<file path="src/rtl/pulse_swallow_pkg.sv">
package pulse_swallow_pkg;

    // prescaler base modulus; the high modulus is PRESC + 1
    parameter int PRESC    = 64;
    parameter int B_W      = 11;
    parameter int A_W      = 7;
    parameter int WORD_W   = 24;
    parameter int B_LSB    = 9;
    parameter int A_LSB    = 2;
    parameter int MODE_BIT = 20;
    parameter int B_MIN    = 3;

    localparam int PRE_W  = $clog2(PRESC + 1);
    localparam int N_MIN  = PRESC * B_MIN;
    localparam int N_MAX  = PRESC * ((1 << B_W) - 1) + PRESC - 1;
    localparam int GAP_W  = $clog2(N_MAX + 1) + 1;

    typedef enum logic {
        MOD_LOW  = 1'b0,
        MOD_HIGH = 1'b1
    } modsel_e;

    typedef struct packed {
        logic [B_W-1:0] b;
        logic [A_W-1:0] a;
    } ratio_t;

    function automatic ratio_t word_ratio(input logic [WORD_W-1:0] w);
        ratio_t r;
        r.b = w[B_LSB +: B_W];
        r.a = w[A_LSB +: A_W];
        return r;
    endfunction

    function automatic logic ratio_legal(input ratio_t r, input logic mode);
        logic b_ok;
        logic a_ok;
        b_ok = (r.b >= B_W'(B_MIN));
        a_ok = (B_W'(r.a) < r.b) && (int'(r.a) < PRESC);
        return (mode == 1'b0) && b_ok && a_ok;
    endfunction

endpackage

</file>
<file path="src/rtl/psd_cfg_shadow.sv">
module psd_cfg_shadow
    import pulse_swallow_pkg::*;
#(
    parameter int DEF_B = 3,
    parameter int DEF_A = 0
) (
    input  logic              clk,
    input  logic              rst,
    input  logic [WORD_W-1:0] cfg_word,
    input  logic              period_end,
    output ratio_t            next_ratio,
    output ratio_t            act_ratio,
    output logic              cfg_err
);

    localparam ratio_t DEF_R = '{b: B_W'(DEF_B), a: A_W'(DEF_A)};

    ratio_t cand;
    logic   cand_ok;
    ratio_t act_q;
    logic   err_q;

    always_comb begin
        cand       = word_ratio(cfg_word);
        cand_ok    = ratio_legal(cand, cfg_word[MODE_BIT]);
        next_ratio = cand_ok ? cand : act_q;
    end

    always_ff @(posedge clk) begin
        if (rst) begin
            act_q <= DEF_R;
            err_q <= 1'b0;
        end else if (period_end) begin
            act_q <= next_ratio;
            err_q <= !cand_ok;
        end
    end

    assign act_ratio = act_q;
    assign cfg_err   = err_q;

endmodule

</file>
<file path="src/rtl/psd_prescaler.sv">
module psd_prescaler
    import pulse_swallow_pkg::*;
(
    input  logic             clk,
    input  logic             rst,
    input  logic             start,
    input  modsel_e          mod,
    output logic             pre_tc,
    output logic [PRE_W-1:0] pre_cnt
);

    localparam logic [PRE_W-1:0] LOAD_HIGH = PRE_W'(PRESC);
    localparam logic [PRE_W-1:0] LOAD_LOW  = PRE_W'(PRESC - 1);

    logic [PRE_W-1:0] cnt_q;

    always_ff @(posedge clk) begin
        if (rst) begin
            cnt_q <= '0;
        end else if (start) begin
            cnt_q <= (mod == MOD_HIGH) ? LOAD_HIGH : LOAD_LOW;
        end else begin
            cnt_q <= cnt_q - 1'b1;
        end
    end

    assign pre_tc  = (cnt_q == '0);
    assign pre_cnt = cnt_q;

endmodule

</file>
<file path="src/rtl/psd_swallow_ctl.sv">
module psd_swallow_ctl
    import pulse_swallow_pkg::*;
(
    input  logic           clk,
    input  logic           rst,
    input  logic           pre_tc,
    input  ratio_t         next_ratio,
    output logic           period_end,
    output modsel_e        mod,
    output logic [A_W-1:0] a_rem,
    output logic [B_W-1:0] b_rem
);

    logic [A_W-1:0] a_q;
    logic [B_W-1:0] b_q;
    logic [A_W-1:0] src_a;
    logic [B_W-1:0] src_b;

    always_comb begin
        period_end = pre_tc && (b_q == '0);
        if (period_end) begin
            src_a = next_ratio.a;
            src_b = next_ratio.b;
        end else begin
            src_a = a_q;
            src_b = b_q;
        end
        mod = (src_a != '0) ? MOD_HIGH : MOD_LOW;
    end

    always_ff @(posedge clk) begin
        if (rst) begin
            a_q <= '0;
            b_q <= '0;
        end else if (pre_tc) begin
            a_q <= (mod == MOD_HIGH) ? src_a - 1'b1 : src_a;
            b_q <= src_b - 1'b1;
        end
    end

    assign a_rem = a_q;
    assign b_rem = b_q;

endmodule

</file>
<file path="src/rtl/pulse_swallow_div.sv">
module pulse_swallow_div
    import pulse_swallow_pkg::*;
#(
    parameter int DEF_B = 3,
    parameter int DEF_A = 0
) (
    input  logic              clk,
    input  logic              rst,
    input  logic [WORD_W-1:0] cfg_word,
    output logic              div_out,
    output logic              cfg_err
);

    ratio_t           next_ratio;
    ratio_t           act_ratio;
    logic             period_end;
    logic             pre_tc;
    logic [PRE_W-1:0] pre_cnt;
    modsel_e          mod;
    logic [A_W-1:0]   a_rem;
    logic [B_W-1:0]   b_rem;
    logic             primed_q;
    logic             div_q;

    psd_cfg_shadow #(
        .DEF_B(DEF_B),
        .DEF_A(DEF_A)
    ) u_shadow (
        .clk       (clk),
        .rst       (rst),
        .cfg_word  (cfg_word),
        .period_end(period_end),
        .next_ratio(next_ratio),
        .act_ratio (act_ratio),
        .cfg_err   (cfg_err)
    );

    psd_prescaler u_presc (
        .clk    (clk),
        .rst    (rst),
        .start  (pre_tc),
        .mod    (mod),
        .pre_tc (pre_tc),
        .pre_cnt(pre_cnt)
    );

    psd_swallow_ctl u_ctl (
        .clk       (clk),
        .rst       (rst),
        .pre_tc    (pre_tc),
        .next_ratio(next_ratio),
        .period_end(period_end),
        .mod       (mod),
        .a_rem     (a_rem),
        .b_rem     (b_rem)
    );

    // the boundary on the first edge after reset only starts counting
    always_ff @(posedge clk) begin
        if (rst) begin
            primed_q <= 1'b0;
            div_q    <= 1'b0;
        end else begin
            primed_q <= 1'b1;
            div_q    <= period_end && primed_q;
        end
    end

    assign div_out = div_q;

endmodule

</file>
<file path="config.mk">
export PLATFORM = sky130hd
export DESIGN_NAME = pulse_swallow_div
export DESIGN_NICKNAME = d
export VERILOG_FILES = /design/src/rtl/pulse_swallow_pkg.sv /design/src/rtl/psd_cfg_shadow.sv /design/src/rtl/psd_prescaler.sv /design/src/rtl/psd_swallow_ctl.sv /design/src/rtl/pulse_swallow_div.sv
export SDC_FILE = /design/constraint.sdc
export NUM_CORES = 1
export LEC_CHECK = 0
export BUFFER_PORTS_ARGS = -buffer_cell sky130_fd_sc_hd__buf_2
export CORE_MARGIN = 4
export CORE_UTILIZATION = 44
export CTS_BUF_LIST = sky130_fd_sc_hd__clkbuf_4
export DETAILED_ROUTE_END_ITERATION = 6
export GPL_ROUTABILITY_DRIVEN = 1
export PLACE_DENSITY = 0.71
export RECOVER_POWER = 100
export SYNTH_ARGS = -nofsm -noshare
export SYNTH_HDL_FRONTEND = slang
export SYNTH_SLANG_ARGS = --single-unit
</file>
<file path="constraint.sdc">
create_clock -name clk -period 4.2 [get_ports clk]
set_input_delay 0 -clock clk [delete_from_list [all_inputs] [get_ports clk]]
set_output_delay 0 -clock clk [all_outputs]
set_load 0.01 [all_outputs]
</file>
== After elaboration in Yosys (flattened, before gate mapping) ==
Cells that the tools add are included.
Widths: inputs -> output; s select.

* $add $sub $neg: 3
* Reduce and logical (&&, ||, !) cells: 9
* Bitwise logic cells: 1
* $lt $le $gt $ge: 3
* Mux-type cells: 8

{| class="wikitable"
|+ Operators by type and width
! kind !! number
|-
| $mux 7 || 4
|-
| $mux 18 || 1
|-
| $sub 7x1->7 const B || 2
|-
| $ge 11x2->1 const B || 1
|-
| $logic_not 11->1 || 1
|-
| $lt 7x11->1 || 1
|-
| $mux 11 || 1
|-
| $sub 11x1->11 const B || 1
|-
| $logic_not 7->1 || 1
|-
| $lt 7x7->1 const B || 1
|-
| $reduce_bool 7->1 || 1
|-
| $logic_and 1x1->1 || 5
|-
| $mux 1 || 2
|-
| $logic_not 1->1 || 1
|-
| $not 1->1 || 1
|}

* Output and inout bits: 2
* Input port bits: 26
* Word-level logic and storage cells: 32
* Register bits: 46

== Longest topological paths before layout ==
Gate-level depths: netlist (run 1).

* Word-level depth: 9
* Mapped depth: 15
* Mapped depth without buffers: 14

== Cells and area by module ==
Synthesis (run 1) repeated with hierarchy kept, for this count alone.

* Cells, all modules: 338
* Area total of the unflattened synthesis: 2981.6 sq um

{| class="wikitable"
|+ Modules (own cells, without submodules)
! module !! area an instance (sq um) !! seq. area each (sq um) !! times used !! cells an instance
|-
| psd_swallow_ctl || 1390.1 || 360.3 || 1 || 176
|-
| psd_cfg_shadow || 1233.7 || 380.4 || 1 || 126
|-
| psd_prescaler || 305.3 || 140.1 || 1 || 32
|-
| pulse_swallow_div || 52.6 || 40.0 || 1 || 4
|}

== Least setup slack after synthesis (run 1) ==
OpenSTA, ideal clock, no wires.

* Path kind: flip-flop to flip-flop
* Start: register u_presc.cnt_q[0] (netlist: u_presc.pre_cnt[0])
* End: register u_ctl.a_q[1] (netlist: u_ctl.a_rem[1])
* Slack: 1.189 ns
* Required time: 4.134 ns
* Data arrival time: 2.945 ns
* Clock period less this slack: 3.011 ns
* Setup time: 0.066 ns
* Cell stages (with the launch flop): 15
* Path buffers: 3
* Path through: dfxtp_1 inv_1 ha_1 or3b_4 nor4_4 nand2_2 buf_6 buf_2 o31ai_2 ha_1 nor4b_4 nand4bb_1 buf_2 mux2_4 a21oi_2

* Longest elaborated chain between the ends: 6
* Elaborated cells on any way between the ends: 7
* Those cells by class: add/sub: 1; mux: 3; reduce/logical: 3

{| class="wikitable"
|+ RTL lines
! item !! RTL line !! RTL
|-
| from (decl) || psd_prescaler.sv:15 || <nowiki>logic [PRE_W-1:0] cnt_q;</nowiki>
|-
| from (signal assigned) || psd_prescaler.sv:21 || <nowiki>cnt_q <= (mod == MOD_HIGH) ? LOAD_HIGH : LOAD_LOW;</nowiki>
|-
| from (signal assigned) || psd_prescaler.sv:23 || <nowiki>cnt_q <= cnt_q - 1'b1;</nowiki>
|-
| $logic_not 7->1 (*) || psd_prescaler.sv:27 || <nowiki>assign pre_tc = (cnt_q == '0);</nowiki>
|-
| parallel branches: the longest is 5 deep, another holds $sub 7x1->7 || - ||
|-
| to (signal assigned) || psd_swallow_ctl.sv:36 || <nowiki>a_q <= (mod == MOD_HIGH) ? src_a - 1'b1 : src_a;</nowiki>
|-
| to (decl) || psd_swallow_ctl.sv:14 || <nowiki>logic [A_W-1:0] a_q;</nowiki>
|}

Mark *: on every way between the ends.
A chain may end at the register's enable or synchronous reset.

== Worst setup path after layout (run 1) ==
* Start: input port cfg_word[13]
* End: register u_ctl.b_q[5] (netlist: u_ctl.b_rem[5])

* Longest elaborated chain between the ends: 6
* Elaborated cells on any way between the ends: 8
* Those cells by class: add/sub: 1; order compare: 2; mux: 2; reduce/logical: 3

{| class="wikitable"
|+ RTL lines
! item !! RTL line !! RTL
|-
| from (decl) || pulse_swallow_div.sv:9 || <nowiki>input logic [WORD_W-1:0] cfg_word,</nowiki>
|-
| $ge 11x2->1 / $lt 7x11->1 (equally long branches) || pulse_swallow_pkg.sv:38, pulse_swallow_pkg.sv:39 ||
|-
| $logic_and 1x1->1, on equally long branches || pulse_swallow_pkg.sv:40, pulse_swallow_pkg.sv:39 ||
|-
| $logic_and 1x1->1 || pulse_swallow_pkg.sv:40 || <nowiki>return (mode == 1'b0) && b_ok && a_ok;</nowiki>
|-
| $mux 18 (*) || psd_cfg_shadow.sv:26 || <nowiki>next_ratio = cand_ok ? cand : act_q;</nowiki>
|-
| $mux 11 (*) || psd_swallow_ctl.sv:21 || <nowiki>if (period_end) begin</nowiki>
|-
| $sub 11x1->11 (*) || psd_swallow_ctl.sv:37 || <nowiki>b_q <= src_b - 1'b1;</nowiki>
|-
| to (signal assigned) || psd_swallow_ctl.sv:37 ||
|-
| to (decl) || psd_swallow_ctl.sv:15 || <nowiki>logic [B_W-1:0] b_q;</nowiki>
|}

Mark *: on every way between the ends. The rest lies on a longest branch, timed or not.

==> summary.md, run 1 <==
| Metric | Value |
|---|---|
| Clock sink count | `46` |
| WL/cell | `15.4 um` |
| Vias per cell | `5.78` |
| Worst Path Buf+Inv | `3` |
| Syn-to-layout area delta | `11.0%` |
| Synth cell types | `58` |
| Initial drt markers | `163` |
| IO buf count | `22` |
| Period minus WS final | `3800 ps` |
| Crit Path Class | `in -> reg` |
| Setup Fix Bufs, Post-CTS | `0` |
| Total power | `2.35 mW` |
| Detailed Routing Iterations Pass 1 | `4` |
| Largest cells by area after synthesis | `dfxtp_1 (33%), nand2_1 (9.8%), a21oi_1 (6.0%), ha_1 (4.1%), nor4b_4 (2.6%)` |
| Die Wd | `87.2 um` |
| Post-CTS sizing | `0` |
| CTS Buffer Depth | `2` |
| CP required | `4470 ps` |
| TNS Setup | `0 ps` |
| Post-route ant nets | `0` |
| Core area | `5990 um2` |
| Post-synth top area cell | `dfxtp_1` |
| Upper clock frequency limit | `263 MHz` |
| Synthesized cell area | `2760 um2` |
| Initial antenna violation count | `0` |
| RSZ-0062 raised after global routing | `false` |
| Placed wire-length estimate | `4.87 mm` |
| Worst-path fanout max | `15` |
| CTS tree | `done` |
| Setup Skew | `6.88 ps` |
| Worst-margin pin slew | `1580 ps` |
| Hold Buf Count CTS | `16` |
| Crit path cell chain | `dlygate4sd3_1 -> clkbuf_1 -> inv_1 -> ha_1 -> a211o_1 -> o211ai_1 -> o211ai_2 -> o21ai_2 -> mux2i_1 -> o21ai_0 -> nor4_1 -> a31oi_1 -> and3_1` |
| Power per standard cell area | `767 nW/um2` |
| Initial Util | `46.1%` |
| WP data arrival | `4070 ps` |
| Peak supply drop | `444 uV` |
| Worst-path clk slew | `140 ps` |
| Global-route wire length before repair | `12.0 mm` |
| Fin nets | `409` |
| Status | `finished, violations left` |
| Synthesized area per cell | `7.96 um2` |
| Max-Cap Viols | `1` |
| Layout cell share with drive strength beyond 1 | `11.2%` |
| Post-synthesis register bit count | `46` |
| Slew Viols, Final | `33` |
| Endpoint type of the worst setup path | `flip-flop` |
| Diodes inserted | `0` |
| Largest net degree at the start of global routing | `33` |
| Synthesized Nets | `382` |
| Failing checks | `max-capacitance violations, max-slew violations` |
| Leakage power | `1.22 nW` |
| Global Route Usage Sum | `19.6%` |
| Synth top area share | `33.3%` |
| Worst path top cell family by delay | `compound AO/OA/AOI/OAI gates` |
| Die Ht | `87.2 um` |
| Final GP Congestion | `0.895` |
| Fin crit share | `90.4%` |
| Drt total wl | `6.94 mm` |
| Worst setup SP type | `primary input` |
| Async S/R FF share, synth | `0%` |
| Via Count | `2600` |
| Die Area | `7610 um2` |
| Synth warnings | `0` |
| Max stage delay cell, worst path | `nor4_1` |
| Inserted Clock Buffers | `5` |
| Main synth FF type | `dfxtp_1` |
| Final hold violation count | `0` |
| EDFF count, synth | `0` |
| Top-Level Pins | `28` |
| Hold Path Class | `in -> reg` |
| Seq/Total Area, Yosys | `33.3%` |
| Relative slew slack | `-5.37%` |
| Congestion Overflow GR | `0` |
| Final setup viols | `0` |
| Cells after Synth | `347` |
| Vias in the first global route | `2562` |
| Clock Latency Late Sink | `370 ps` |
| DR DRC count | `0` |
| Standard-cell rows | `28` |
| Clock root buffer | `clkbuf_4` |
| # H-tree levels | `2` |
| Slowest stage delay, CP | `780 ps` |
[path summary, 6_finish.rpt]
path	startpoint	to	slack (ps)	cells after the start
max	cfg_word[13]	u_ctl.b_rem[5]$_SDFFE_PP0P_	400	13
min	cfg_word[5]	u_shadow.act_ratio[3]$_SDFFE_PP0P_	130	4
max reg2reg	u_presc.pre_cnt[0]$_SDFF_PP0_	u_presc.pre_cnt[1]$_SDFF_PP0_	540	11
min reg2reg	u_shadow.act_ratio[13]$_SDFFE_PP0P_	u_shadow.act_ratio[13]$_SDFFE_PP0P_	460	2
[per-layer routing]
layer | vias to the layer above | GRT usage (%) | routed length [um]
met4 | 0 | 6.14 | 123
met5 | - | 0 | 0
met2 | 64 | 33.9 | 3360
li1 | 1309 | - | -
met1 | 1213 | 24.6 | 3130
met3 | 14 | 3.41 | 333
[sequential cells by signal (all words and copies together) (netlist names)]
name                flops
u_presc.pre_cnt         7
u_ctl.a_rem             7
primed_q                1
u_shadow.act_ratio     18
div_out                 1
u_shadow.cfg_err        1
u_ctl.b_rem            11
[synthesized netlist by cell type (all sizes together), types with 3 or more instances]
master and instances:
a21oi 36, or3 5, nor2 16, or2 3, nor3 11, nor4b 3
and3 7, o211ai 7, o2111ai 3, inv 13, a311oi 3, buf 9
o21ai 16, nand4 3, a211oi 4, ha 9, nand3 6, and2 7
nand2b 4, dfxtp 46, o211a 4, nor4 7, a31oi 5, a21boi 4
nand2 73, a41o 3, mux2i 5, clkbuf 10, xnor2 6, o31ai 3
[worst register-to-register path, cell delays in order (launching register included)]
cell       delay, ps
dfxtp_1          340
inv_1             50
ha_1             170
or3b_1           460
nor4_4           330
nand4_1          260
o31ai_1          540
ha_1             300
nor4b_4          230
nand4bb_1        360
a21oi_2          360
a21boi_0         210
[logic make-up (layout without fill, tap and decap cells)]
kind of cell | count (synthesis) | after routing | share of synthesized area [%]
flip-flops | 46 | 46 | 33.3
AND/OR/NAND/NOR | 150 | 150 | 28.8
multiplexers | 6 | 6 | 2.35
buffers and inverters | 32 | 60 | 5.57
AO/OA/AOI/OAI | 96 | 96 | 23.4
XOR/XNOR | 8 | 8 | 2.54
adder cells (fa/ha/maj) | 9 | 9 | 4.08
[cell usage in the layout (no fill, tap or decap), types with 5 or more instances in the layout]
master,netlist,routed
nand3_1,6,6
a31oi_1,5,5
buf_2,3,18
clkbuf_4,0,6
xnor2_1,6,6
o211ai_1,6,6
mux2i_1,5,5
nor4_1,5,6
and3_1,7,7
dlygate4sd3_1,0,16
nor3_1,10,10
ha_1,9,9
or3_1,5,5
o21ai_0,14,15
nand2_1,72,72
dfxtp_1,46,46
a21oi_1,33,33
nor2_1,16,16
inv_1,13,13
[per-stage QoR]
step | setup slack, ps | area (um2) | cells | hold slack [ps] | utilization, %
6_report | 404 | 3070 | 450 | 135 | 51.2
4_1_cts | 539 | 3080 | 450 | 128 | 51.5
5_1_grt | 127 | 3070 | 450 | 182 | 51.2
3_5_place_dp | 577 | 2870 | 426 | 281 | 47.9
3_3_place_gp | 732 | 2870 | 426 | 270 | 47.9
2_1_floorplan | 1190 | 2760 | 347 | 124 | -
[final cells by class]
cell class                      count  area, um2
Inverter                           13       48.8
Multi-Input combinational cell    269       1680
Sequential cell                    46        921
Clock inverter                      2       8.76
Clock buffer                        6       45.0
Timing Repair Buffer               39        273
Tap cell                           75       93.8
Fill cell                         562       2930
[power by group]
group | total, mW | switching [mW] | internal, mW
Combinational | 1.46 | 0.858 | 0.599
Sequential | 0.675 | 0.107 | 0.569
Clock | 0.220 | 0.151 | 0.0698
Power figures use the tool's default switching activity.
==> run 2: changes to the inputs <==
Settings changed: ABC_AREA set to 1.
==> run 2 against run 1 <==
Effect of this change:
- the flow now finishes without violations
- combinational power decreased by 10%
- first-iteration DRC count down 13%
- cell count is 6.7% higher
- die area decreased by 2.3%
- worst setup slack improved by 410 ps
- flip-flop and latch count stayed put
- cell area shrank 2.7%
- register-to-register slack gained 280 ps
- critical path depth increased by 4
- clock-buffer cell count fell by 1
- critical path type is now reg -> reg
==> summary.md, run 2 <==
| Metric | Value |
|---|---|
| Worst hold start | `cfg_word[16]` |
| Syn-to-layout area delta | `10.8%` |
| Worst reg2reg setup slack | `820 ps` |
| Period minus WS final | `3380 ps` |
| Detailed Routing Iterations Pass 1 | `4` |
| WL/cell | `12.6 um` |
| CTS tree | `done` |
| Synthesized area per cell | `7.18 um2` |
| Fin crit share | `80.6%` |
| Seq/Total Area, Yosys | `34.2%` |
| Worst-margin pin slew | `1130 ps` |
| Main synth FF type | `dfxtp_1` |
| Via Count | `2438` |
| Synth warnings | `0` |
| IO buf count | `22` |
| Standard-cell rows | `28` |
| Placed cell areas | `2840 um2` |
| Setup Fix Bufs, Post-CTS | `0` |
| Initial Util | `45.5%` |
| Multi-input logic area | `1470 um2` |
| Async S/R FF share, synth | `0%` |
| Synth cell types | `39` |
| RSZ-0062 raised after global routing | `false` |
| Synth top area share | `34.2%` |
| Initial antenna violation count | `0` |
| Post-route ant nets | `0` |
| Post-CTS sizing | `0` |
| # H-tree levels | `2` |
| Initial drt markers | `142` |
| Peak supply drop | `482 uV` |
| Cells after Synth | `375` |
| List of most frequent post-synthesis cells | `nand2_1 (77), inv_1 (47), dfxtp_1 (46)` |
| Global-route wire length before repair | `10.6 mm` |
| WHS Path Cells | `5` |
| Synthesized Nets | `410` |
| Final hold violation count | `0` |
| Cells on worst reg2reg path | `17` |
| DR DRC count | `0` |
| Worst R2R End | `u_presc.pre_cnt[4]$_SDFF_PP0_` |
| Layout cell share with drive strength beyond 1 | `15.3%` |
| TNS Setup | `0 ps` |
| CTS Buffer Depth | `2` |
| Post-synthesis register bit count | `46` |
| Vias per cell | `5.08` |
| Relative slew slack | `25.0%` |
| Die Ht | `86.2 um` |
| Worst slack, placed | `1160 ps` |
| CP required | `4500 ps` |
| Final setup viols | `0` |
| Synthesized cell area | `2690 um2` |
| Leakage power | `1.38 nW` |
| EDFF count, synth | `0` |
| Crit Path Class | `reg -> reg` |
| Post-layout util | `50.4%` |
| Slew Viols, Final | `0` |
| Clock sink count | `46` |
| Die Area | `7430 um2` |
| Vias in the first global route | `2425` |
| Max-Cap Viols | `0` |
| Die Wd | `86.2 um` |
| Count leader, synth | `nand2_1` |
| Worst setup SP type | `flip-flop` |
| Core area | `5920 um2` |
| Drt total wl | `6.06 mm` |
| Max FFs per register | `18` |
| Most frequent cells in the layout | `nand2_1 (78), inv_1 (49), dfxtp_1 (46)` |
| Inserted Clock Buffers | `5` |
| Largest cells by area after synthesis | `dfxtp_1 (34%), nand2_1 (11%), inv_1 (6.6%), nand3_1 (6.5%), a21oi_1 (4.6%)` |
| Worst-path fanout max | `19` |
| Diodes inserted | `0` |
| Setup Skew | `15.6 ps` |
| Fin nets | `439` |
| Worst setup margin | `815 ps` |
| Cell area after layout | `2980 um2` |
| Placed wire-length estimate | `4.38 mm` |
| Worst-path clk slew | `140 ps` |
| Fillers | `604` |
| Status | `finished clean` |
| Post-synth top area cell | `dfxtp_1` |
| Hold Buf Count CTS | `10` |
| Largest net degree at the start of global routing | `25` |
| Top-Level Pins | `28` |
| Endpoint type of the worst setup path | `flip-flop` |
| Clock root buffer | `clkbuf_4` |
| Total power | `2.22 mW` |
| Power per standard cell area | `743 nW/um2` |
| Final GP Congestion | `0.838` |
| Worst r2r src | `u_presc.pre_cnt[0]$_SDFF_PP0_` |
| WHS Endpoint | `u_shadow.act_ratio[14]$_SDFFE_PP0P_` |
| Hold Path Class | `in -> reg` |
| Sequential cell area | `921 um2` |
| Clock Latency Late Sink | `360 ps` |
| Congestion Overflow GR | `0` |
| Leading cell type in the layout, fill and taps excluded | `nand2_1` |
| Global Route Usage Sum | `17.3%` |
| Upper clock frequency limit | `295 MHz` |
| WP data arrival | `3680 ps` |
-- run 2: worst max path at each step --
| stage | startpoint | end | cells after the start |
|---|---|---|---|
| 2_1_floorplan | u_presc.pre_cnt[0]$_SDFF_PP0_ | u_ctl.a_rem[1]$_SDFFE_PP0P_ | 19 |
| 3_3_place_gp | u_presc.pre_cnt[0]$_SDFF_PP0_ | u_ctl.a_rem[5]$_SDFFE_PP0P_ | 15 |
| 5_1_grt | u_presc.pre_cnt[0]$_SDFF_PP0_ | u_presc.pre_cnt[4]$_SDFF_PP0_ | 17 |
| 4_1_cts | u_presc.pre_cnt[0]$_SDFF_PP0_ | u_ctl.a_rem[5]$_SDFFE_PP0P_ | 15 |
| 3_5_place_dp | u_presc.pre_cnt[0]$_SDFF_PP0_ | u_ctl.a_rem[5]$_SDFFE_PP0P_ | 15 |
| 6_report | u_presc.pre_cnt[0]$_SDFF_PP0_ | u_presc.pre_cnt[4]$_SDFF_PP0_ | 17 |
-- run 2: cell type report --
cell class | count | area share, %
Clock inverter | 3 | 1.51
Multi-Input combinational cell | 265 | 49.3
Clock buffer | 5 | 1.26
Sequential cell | 46 | 30.9
Inverter | 53 | 6.76
Timing Repair Buffer | 33 | 7.18
Tap cell | 75 | 3.15
-- run 2: kinds of logic (layout without fill, tap and decap cells) --
group           Yosys count  count (layout)  synth area share (%)
buf+inv                  64              94                  9.76
fa+ha+maj                 9               9                  4.18
simple gates            192             192                  37.5
flops                    46              46                  34.2
xor+xnor                  5               5                  1.63
compound gates           59              59                  12.7
-- run 2: critical path, cell delays in order (launching register included) --
cell and delay (ps):
dfxtp_1 330, inv_1 70, ha_1 200, inv_1 50, nor3_1 390, nand2_4 280
nor2_8 350, inv_4 140, nand2_1 90, o21ai_1 50, nor2_1 380, ha_1 320
nand3_4 110, nor2_8 160, nand2_4 80, nand2_4 80, nand2_4 80, a21oi_1 150
-- run 2: power breakdown --
part | switching [mW] | internal [mW]
sequential | 0.0695 | 0.558
combinational | 0.846 | 0.468
clock | 0.150 | 0.125
total | 1.07 | 1.15
-- run 2: per-stage QoR --
stage          instances  hold slack (ps)
2_1_floorplan        375             98.6
3_3_place_gp         462              246
3_5_place_dp         462              245
4_1_cts              480             3.98
5_1_grt              480             5.28
6_report             480             20.2
-- run 2: layer usage --
metal  global-route usage, %  share of wire [%]  up-vias
met5                       0                  0        -
met3                    2.47                5.1        9
li1                        -                  -     1274
met4                    5.81                1.4        0
met1                    22.2                 48     1093
met2                    29.9                 46       62
